`config.mk`:
```
export PLATFORM = sky130hd
export DESIGN_NAME = busCycleCtrl
export DESIGN_NICKNAME = d
export VERILOG_FILES = /design/src/rtl/bus_cycle_pkg.sv /design/src/rtl/busCycleDatapath.sv /design/src/rtl/busCycleControl.sv /design/src/rtl/busCycleCtrl.sv
export SDC_FILE = /design/constraint.sdc
export NUM_CORES = 1
export LEC_CHECK = 0
export BUFFER_PORTS_ARGS = -buffer_cell sky130_fd_sc_hd__buf_2
export CAP_MARGIN = 25
export CORE_ASPECT_RATIO = 0.6
export CORE_MARGIN = 2
export CORE_UTILIZATION = 39
export DETAILED_ROUTE_END_ITERATION = 8
export PLACE_DENSITY = 0.72
export SLEW_MARGIN = 20
export SYNTH_ARGS = -nofsm -noshare
export SYNTH_HDL_FRONTEND = slang
export SYNTH_SLANG_ARGS = --single-unit
```
`constraint.sdc`:
```
create_clock -name clk -period 1.5 [get_ports clk]
set_clock_uncertainty 0.1 [all_clocks]
set_input_delay 0.15 -clock clk [delete_from_list [all_inputs] [get_ports clk]]
set_output_delay 0.15 -clock clk [all_outputs]
set_load 0.01 [all_outputs]
```
`src/rtl/bus_cycle_pkg.sv`:
```
package bus_cycle_pkg;
  typedef enum logic [1:0] {
    KIND_READ   = 2'b00,
    KIND_RPAUSE = 2'b01,
    KIND_WRWORD = 2'b10,
    KIND_WRBYTE = 2'b11
  } cycleKind_t;

  typedef enum logic [1:0] {
    ST_IDLE,
    ST_SETUP,
    ST_WAIT_ACK,
    ST_WAIT_REL
  } ctlState_t;

  typedef struct packed {
    logic loadBar;
    logic loadWdata;
    logic captureRd;
  } dpStrobes_t;
endpackage

```
`src/rtl/busCycleDatapath.sv`:
```
module busCycleDatapath #(
  parameter int ADDR_W = 18,
  parameter int DATA_W = 16
) (
  input  logic                             clk,
  input  logic                             rstN,
  input  bus_cycle_pkg::dpStrobes_t        strobes,
  input  logic [ADDR_W-1:0]                reqAddr,
  input  logic [DATA_W-1:0]                reqWdata,
  input  logic [DATA_W-1:0]                busDataIn,
  output logic [ADDR_W-1:0]                barOut,
  output logic [DATA_W-1:0]                wdataOut,
  output logic [DATA_W-1:0]                rdDataOut
);
  logic [ADDR_W-1:0] busAddrReg;
  logic [DATA_W-1:0] wdataReg;
  logic [DATA_W-1:0] rdReg;

  always_ff @(posedge clk) begin
    if (!rstN) begin
      busAddrReg <= '0;
      wdataReg   <= '0;
      rdReg      <= '0;
    end else begin
      if (strobes.loadBar)   busAddrReg <= reqAddr;
      if (strobes.loadWdata) wdataReg   <= reqWdata;
      if (strobes.captureRd) rdReg      <= busDataIn;
    end
  end

  assign barOut    = busAddrReg;
  assign wdataOut  = wdataReg;
  assign rdDataOut = rdReg;

  // address register only moves when the control asks for a load
  a_r5_bar_held: assert property (@(posedge clk) disable iff (!rstN)
    !$past(strobes.loadBar) |-> $stable(busAddrReg));
  // read data register only moves on a capture strobe
  a_r4_rd_held: assert property (@(posedge clk) disable iff (!rstN)
    !$past(strobes.captureRd) |-> $stable(rdReg));
endmodule

```
`src/rtl/busCycleControl.sv`:
```
module busCycleControl #(
  parameter int TIMEOUT_CYCLES = 64
) (
  input  logic                        clk,
  input  logic                        rstN,
  input  logic                        reqValid,
  input  logic [1:0]                  reqKind,
  input  logic                        reqReuse,
  input  logic                        busSsyn,
  output bus_cycle_pkg::dpStrobes_t   strobes,
  output logic                        reqReady,
  output logic                        done,
  output logic                        errTimeout,
  output logic                        errProtocol,
  output logic [1:0]                  busCtl,
  output logic                        busDataOe,
  output logic                        busMsyn
);
  import bus_cycle_pkg::*;

  localparam int CNT_W = (TIMEOUT_CYCLES > 1) ? $clog2(TIMEOUT_CYCLES) : 1;
  localparam logic [CNT_W-1:0] CNT_LAST = CNT_W'(TIMEOUT_CYCLES - 1);

  ctlState_t        state;
  cycleKind_t       kind;
  logic [CNT_W-1:0] waitCnt;
  logic             pending;
  logic             reqIsWrite;
  logic             reqBadReuse;
  logic             accept;

  assign reqIsWrite  = reqKind[1];
  assign reqBadReuse = reqIsWrite && reqReuse && !pending;
  assign accept      = (state == ST_IDLE) && reqValid && !reqBadReuse;

  always_ff @(posedge clk) begin
    if (!rstN) begin
      state       <= ST_IDLE;
      kind        <= KIND_READ;
      waitCnt     <= '0;
      pending     <= 1'b0;
      done        <= 1'b0;
      errTimeout  <= 1'b0;
      errProtocol <= 1'b0;
    end else begin
      done        <= 1'b0;
      errTimeout  <= 1'b0;
      errProtocol <= 1'b0;
      unique case (state)
        ST_IDLE: begin
          if (reqValid && reqBadReuse) begin
            done        <= 1'b1;
            errProtocol <= 1'b1;
          end else if (accept) begin
            kind  <= cycleKind_t'(reqKind);
            state <= ST_SETUP;
          end
        end
        ST_SETUP: begin
          waitCnt <= '0;
          state   <= ST_WAIT_ACK;
        end
        ST_WAIT_ACK: begin
          if (busSsyn) begin
            state <= ST_WAIT_REL;
          end else if (waitCnt == CNT_LAST) begin
            state      <= ST_IDLE;
            done       <= 1'b1;
            errTimeout <= 1'b1;
            pending    <= 1'b0;
          end else begin
            waitCnt <= waitCnt + 1'b1;
          end
        end
        ST_WAIT_REL: begin
          if (!busSsyn) begin
            state <= ST_IDLE;
            done  <= 1'b1;
            if (kind == KIND_RPAUSE) pending <= 1'b1;
            else if (kind[1])        pending <= 1'b0;
          end
        end
        default: state <= ST_IDLE;
      endcase
    end
  end

  always_comb begin
    strobes           = '0;
    strobes.loadBar   = accept && !(reqIsWrite && reqReuse);
    strobes.loadWdata = accept && reqIsWrite;
    strobes.captureRd = (state == ST_WAIT_ACK) && busSsyn && !kind[1];
  end

  assign reqReady  = (state == ST_IDLE);
  assign busMsyn   = (state == ST_WAIT_ACK);
  assign busCtl    = (state == ST_IDLE) ? 2'b00 : kind;
  assign busDataOe = (state != ST_IDLE) && kind[1];

  // no strobe while idle
  a_r9_idle_quiet: assert property (@(posedge clk) disable iff (!rstN)
    reqReady |-> !busMsyn);
  // protocol error pulse is a completion with no bus strobe
  a_r7_proto_done: assert property (@(posedge clk) disable iff (!rstN)
    errProtocol |-> done && !busMsyn);
  // timeout ends the cycle
  a_r8_timeout_done: assert property (@(posedge clk) disable iff (!rstN)
    errTimeout |-> done && reqReady);
  // strobe drops only after a slave response or a timeout
  a_r8_msyn_release: assert property (@(posedge clk) disable iff (!rstN)
    $fell(busMsyn) |-> $past(busSsyn) || errTimeout);
endmodule

```
`src/rtl/busCycleCtrl.sv`:
```
module busCycleCtrl #(
  parameter int ADDR_W         = 18,
  parameter int DATA_W         = 16,
  parameter int TIMEOUT_CYCLES = 64
) (
  input  logic              clk,
  input  logic              rstN,
  input  logic              reqValid,
  input  logic [1:0]        reqKind,
  input  logic [ADDR_W-1:0] reqAddr,
  input  logic [DATA_W-1:0] reqWdata,
  input  logic              reqReuse,
  output logic              reqReady,
  output logic              done,
  output logic [DATA_W-1:0] rdData,
  output logic              errTimeout,
  output logic              errProtocol,
  output logic [ADDR_W-1:0] busAddr,
  output logic [1:0]        busCtl,
  output logic [DATA_W-1:0] busDataOut,
  output logic              busDataOe,
  input  logic [DATA_W-1:0] busDataIn,
  output logic              busMsyn,
  input  logic              busSsyn
);
  bus_cycle_pkg::dpStrobes_t strobes;

  busCycleControl #(.TIMEOUT_CYCLES(TIMEOUT_CYCLES)) ctrl (
    .clk(clk), .rstN(rstN), .reqValid(reqValid), .reqKind(reqKind),
    .reqReuse(reqReuse), .busSsyn(busSsyn), .strobes(strobes),
    .reqReady(reqReady), .done(done), .errTimeout(errTimeout),
    .errProtocol(errProtocol), .busCtl(busCtl), .busDataOe(busDataOe),
    .busMsyn(busMsyn)
  );

  busCycleDatapath #(.ADDR_W(ADDR_W), .DATA_W(DATA_W)) dp (
    .clk(clk), .rstN(rstN), .strobes(strobes), .reqAddr(reqAddr),
    .reqWdata(reqWdata), .busDataIn(busDataIn), .barOut(busAddr),
    .wdataOut(busDataOut), .rdDataOut(rdData)
  );

  // address and control settled before the strobe rises
  a_r3_setup_stable: assert property (@(posedge clk) disable iff (!rstN)
    $rose(busMsyn) |-> $stable(busAddr) && $stable(busCtl));
  // address and control held during the strobe
  a_r3_hold_stable: assert property (@(posedge clk) disable iff (!rstN)
    (busMsyn && $past(busMsyn)) |-> $stable(busAddr) && $stable(busCtl));
  // data drivers only for write codes
  a_r2_oe_write_only: assert property (@(posedge clk) disable iff (!rstN)
    busDataOe |-> busCtl[1]);
endmodule

```
Word level (Yosys, flattened, before mapping)
Index checks and enable logic that the tools add are counted.

storage, ports and cells
  register bits = 64
  input bits = 57
  word-level logic and storage cells = 70

cells by class
  add/subtract/negate cells = 1
  eq/ne operators = 13
  mux-type cells = 21
  bitwise operators = 1
  reductions and logical operators = 24

operators with widths
  operator                                                                 count
  2-bit 2-to-1 mux                                                         6
  6-bit 2-to-1 mux                                                         2
  6-bit case mux with 2 select lines                                       1
  1-bit logical AND                                                        10
  1-bit 2-to-1 mux                                                         9
  2-bit inequality test, second input constant                             4
  2-bit case mux with 4 select lines                                       1
  6-bit by 1-bit adder with 6-bit output, second input constant            1
  6-bit == test, second input constant                                     1
  3-bit by 1-bit inequality test with 1-bit output, second input constant  2
  3-bit AND reduction                                                      2
  2-bit nonzero test                                                       3
  5-bit AND reduction                                                      1
  2-bit by 1-bit == test with 1-bit output, second input constant          2
  2-bit == test, second input constant                                     2
  1-bit zero test                                                          4
  2-bit by 1-bit inequality test with 1-bit output, second input constant  2
  2-bit AND reduction                                                      2
  4-bit AND reduction                                                      1
  1-bit case mux with 3 select lines                                       1
  2-bit zero test                                                          1
  1-bit case mux with 2 select lines                                       1
  1-bit NOT                                                                1

Depth between registers and ports, before layout
  depth after elaboration = 7
  mapped depth = 7
  mapped depth without buffers = 4

Modules after synthesis
From an unflattened synthesis, not the netlist that was laid out.

unflattened totals
  cell total of the unflattened synthesis = 259
  area total of the unflattened synthesis = 2718.9 um^2

modules (own cells, without submodules)
  module            times used  cells each  area each (um^2)
  busCycleDatapath  1           161         1916.8
  busCycleControl   1           98          802.0

Worst setup path before layout
No wires, ideal clock.

  path type = flip-flop to flip-flop
  start point = reg ctrl.state[0]
  end point = reg dp.wdataReg[10] (netlist: dp.wdataOut[10])
  arrival = 1.243 ns
  setup slack = 0.030 ns
  cell stages (with the launch flop) = 8
  period minus slack after synthesis = 1.470 ns
  path through = dfxtp_1 -> buf_6 -> nor2_4 -> o2111ai_1 -> buf_4 -> buf_6 -> mux2i_1 -> nor2_1

on the way
  longest elaborated chain between the ends = 4

RTL lines
  what                            line                    source
  from (decl)                     busCycleControl.sv:24   ctlState_t state;
  from (signal assigned)          busCycleControl.sv:38   state <= ST_IDLE;
  from (signal assigned)          busCycleControl.sv:56   state <= ST_SETUP;
  from (signal assigned)          busCycleControl.sv:61   state <= ST_WAIT_ACK;
  2-bit zero test                 --
  named net reqReady              busCycleCtrl.sv:13      output logic reqReady,
  1-bit logical AND (2 in a row)  busCycleControl.sv:34   assign accept = (state == ST_IDLE) && reqValid && !reqBadReuse;
  1-bit logical AND               busCycleControl.sv:91   strobes.loadWdata = accept && reqIsWrite;
  to (signal assigned)            busCycleDatapath.sv:26  if (strobes.loadWdata) wdataReg <= reqWdata;
  to (decl)                       busCycleDatapath.sv:16  logic [DATA_W-1:0] wdataReg;

The timed path passes the listed nets, and every way through them passes these cells.
A chain may end at the register's enable or synchronous reset.

Final worst setup path
  start point = reg ctrl.state[0]
  end point = reg ctrl.waitCnt[4]

on the way
  longest elaborated chain between the ends = 3
  elaborated cells between the ends (all ways) = 7
  classes of those cells = 4 x eq/ne; 1 x mux; 2 x reduce/logical

RTL lines
  what                                                                       line                   source
  2-bit == test or 2-bit by 1-bit == test with 1-bit output (tied branches)  busCycleControl.sv:49  unique case (state)
  2-bit inequality test (no line) or 2-bit nonzero test (tied branches)      --
  3-bit AND reduction (no line)                                              --
  to (signal assigned)                                                       busCycleControl.sv:72  waitCnt <= waitCnt + 1'b1;
  to (decl)                                                                  busCycleControl.sv:26  logic [CNT_W-1:0] waitCnt;

Several ways; a longest one is shown, not always the timed one.

==> flow_summary.toml <==
[cells_and_area]
final.fill_count = 466
postLayoutCoreUtil_pct = 63.98
antenna-diode-count = 0
drive_above_1_share_pct = 36.64
area_delta_synth_final_pct = 58.22
design.final.nets = 488

[placement]
gp_routability_congestion = 0.9108
detailedPlacementHpwl_mm = 4.138
placement.io_buffers = 114

[detailed_routing]
route.detailed.vias_per_inst = 4.635
dr.first_iter.drc_count = 135
post-route-drc-count = 0
drt-pass1-iter-count = 4
vias = 2401
final_routed_wirelength_mm = 6.647
detail-route-antenna-nets = 0
routedWlPerCell_um = 12.83

[logic_synthesis]
yosysMostFrequentCell = "sky130_fd_sc_hd__dfxtp_1"
yosysWarningCount = 0
number_of_distinct_library_cell_variants_in_the_gate_level_netlist_after_synthesis = 33
post_synth_inst_count = 258
syn_area_um2 = 2482
synth_sequential_area_ratio_pct = 51.61
synth_area_per_cell_um2 = 9.622
postSynthNetCount = 316
number_of_flops_mapped_to_enable_cells_by_yosys = 0
postSynthRegisterBits = 64
post-synth-top-area-fraction_pct = 51.61
ys_dominant_reg_cell = "sky130_fd_sc_hd__dfxtp_1"
netlist.top_cell.by_area = "sky130_fd_sc_hd__dfxtp_1"
async_flop_share_pct = 0
synth.top_cells.by_count = "sky130_fd_sc_hd__dfxtp_1, sky130_fd_sc_hd__nand2_1, sky130_fd_sc_hd__nor2_1"
ranking_of_synthesized_cells_by_area = "sky130_fd_sc_hd__dfxtp_1, sky130_fd_sc_hd__mux2i_1, sky130_fd_sc_hd__nand2_1, sky130_fd_sc_hd__nor2_1, sky130_fd_sc_hd__a21oi_2"

[timing]
fin_crit_sh_pct = 96.91
grt_setup_unrepaired = "true"
final_total_negative_setup_slack_ns = 0
maxSlewHeadroom_pct = 75.51
pins_over_slew_limit = 0
tightestPinTransition_ns = 0.3658
hold_ws_ns = 0.02298
setup_viol_count_final = 0
final-hold-violation-count = 0
clock.fmax_mhz = 687.9
finalWorstPathRequiredPeriod_ns = 1.454

[clock_tree]
htreeDepth = 3
ctsLongestPathBuffers = 2
cts_tree = "done"
cts_made_buffers = 9
clkTransAtPathRegs_ns = 0.07
cts_root_buf = "sky130_fd_sc_hd__clkbuf_8"
clock_sinks = 64
clk-insertion-delay-late_ns = 0.33

[global_routing]
grt_max_degree = 32
grt_pass1_vias = 2359
overflow = 0
global_route_wire_length_before_repair_mm = 10.67
initial_antenna_violation_count = 0
globalRouteTotalUtil_pct = 19.44

[power]
max-vdd-ir-drop_mv = 0.5609
leakagePower_nw = 1.967
powerDensity_nw_per_um2 = 944.5

[outcome]
outcome = "finished, final reports clean"

[run]
drv_cap = 0

[die]
initial_utilization_pct = 40.44
floorplan.core_area_um2 = 6138
rows = 22
die_w_um = 107.0
dieArea_um2 = 7040
die-height_um = 65.80
ios = 115

[worst_setup_path]
cp-end-kind = "flip-flop"
criticalPathCategory = "reg2reg"
timing.critical_path.fanout_max = 6
data_arrival_critical_path_ns = 1.59
timing.critical_path.from_type = "flip-flop"
cp_data_required_time_ns = 1.64

[worst_hold_path]
worstHoldPathType = "in2reg"
==> metal layers <==
metal	routed length [um]	part of all wire (%)	track usage, %
met1	2873	43	23.27
met2	3170	48	32.72
met3	522	7.9	7.192
met4	81	1.2	6.331
met5	0	0	0
==> per-stage QoR <==
stage	cell area, um^2	power, mW	instances	setup WS, ns
after CTS	3892	3.731	517	0.01564
after global routing	3928	3.912	518	-0.01180
after global placement	3179	2.316	450	0.04552
after floorplan	2482	2.120	258	0.02974
final	3928	3.710	518	0.04636
after detailed placement	3179	2.328	450	0.0001642
==> timing repair <==
item / 4_1_cts / 5_1_grt
hold buffers: 51 / 0
setup buffers: 1 / 1
resized for setup: 5 / 5
setup endpoints to repair: 4 / 6
cloned: 0 / 0
endpoints found under the hold margin: 51 / 0
==> power by group <==
| group | leakage, nW | internal, mW | switching (mW) | total [mW] |
|---|---|---|---|---|
| clock | 0.0882 | 0.675 | 0.604 | 1.28 |
| sequential | 0.521 | 1.77 | 0.0440 | 1.82 |
| combinational | 1.36 | 0.340 | 0.274 | 0.614 |
==> registers in the layout, indices dropped and copies added, names as in the netlist, 2 cells and up <==
signal and flops:
dp.rdDataOut 16, dp.barOut 18, dp.wdataOut 16, ctrl.state 2, ctrl.waitCnt 6, ctrl.kind 2
==> worst max-delay path, cell delays in order (launching register included) <==
cell,delay (ns)
sky130_fd_sc_hd__dfxtp_4,0.36
sky130_fd_sc_hd__buf_12,0.13
sky130_fd_sc_hd__nor3b_2,0.25
sky130_fd_sc_hd__and2_4,0.20
sky130_fd_sc_hd__a31oi_1,0.08
sky130_fd_sc_hd__a311oi_1,0.24
==> placed cells by master (no fill, tap or decap), drive strengths merged, types with 2 or more instances in the layout <==
| master | Yosys | layout |
|---|---|---|
| a31oi | 3 | 3 |
| clkinv | 0 | 2 |
| mux2i | 36 | 36 |
| nor2b | 5 | 5 |
| dfxtp | 64 | 64 |
| o21ai | 5 | 5 |
| nand3 | 4 | 4 |
| nand2 | 41 | 41 |
| buf | 9 | 125 |
| nor2 | 38 | 38 |
| nor3b | 3 | 3 |
| and2 | 3 | 3 |
| o211ai | 2 | 2 |
| clkbuf | 6 | 12 |
| dlygate4sd3 | 0 | 51 |
| a21oi | 20 | 20 |
| and3 | 4 | 4 |
| inv | 4 | 4 |
==> final cells by class <==
cell class | instances | area, um^2 | area share (%)
sequential | 64 | 1289 | 32.81
timing repair buffer | 176 | 1239 | 31.54
inverter | 4 | 15.01 | 0.3823
multi-input combinational | 175 | 1107 | 28.19
clock inverter | 3 | 17.52 | 0.4460
clock buffer | 12 | 155.1 | 3.950
tap | 84 | 105.1 | 2.676
==> cell families after synthesis <==
logic type                 share of synthesized area, %
AOI/OAI and AO/OA                                 9.980
adders and majority gates                        0.5040
buffers and inverters                             4.737
DFF                                               51.61
muxes                                             14.52
and+or+nand+nor                                   18.65
==> path summary, 6_finish.rpt <==
path                                                    from                            to  slack [ns]  cells after the start
worst max-delay path              ctrl.state[0]$_SDFFE_PN0P_  ctrl.waitCnt[4]$_SDFFE_PN0P_        0.05                      5
worst min-delay path                                    rstN     ctrl.pending$_SDFFE_PN0P_        0.02                      3
worst max register to register    ctrl.state[0]$_SDFFE_PN0P_  ctrl.waitCnt[4]$_SDFFE_PN0P_        0.05                      5
worst min register to register  dp.rdDataOut[0]$_SDFFE_PN0P_  dp.rdDataOut[0]$_SDFFE_PN0P_        0.35                      2
Power figures use the tool's default switching activity.
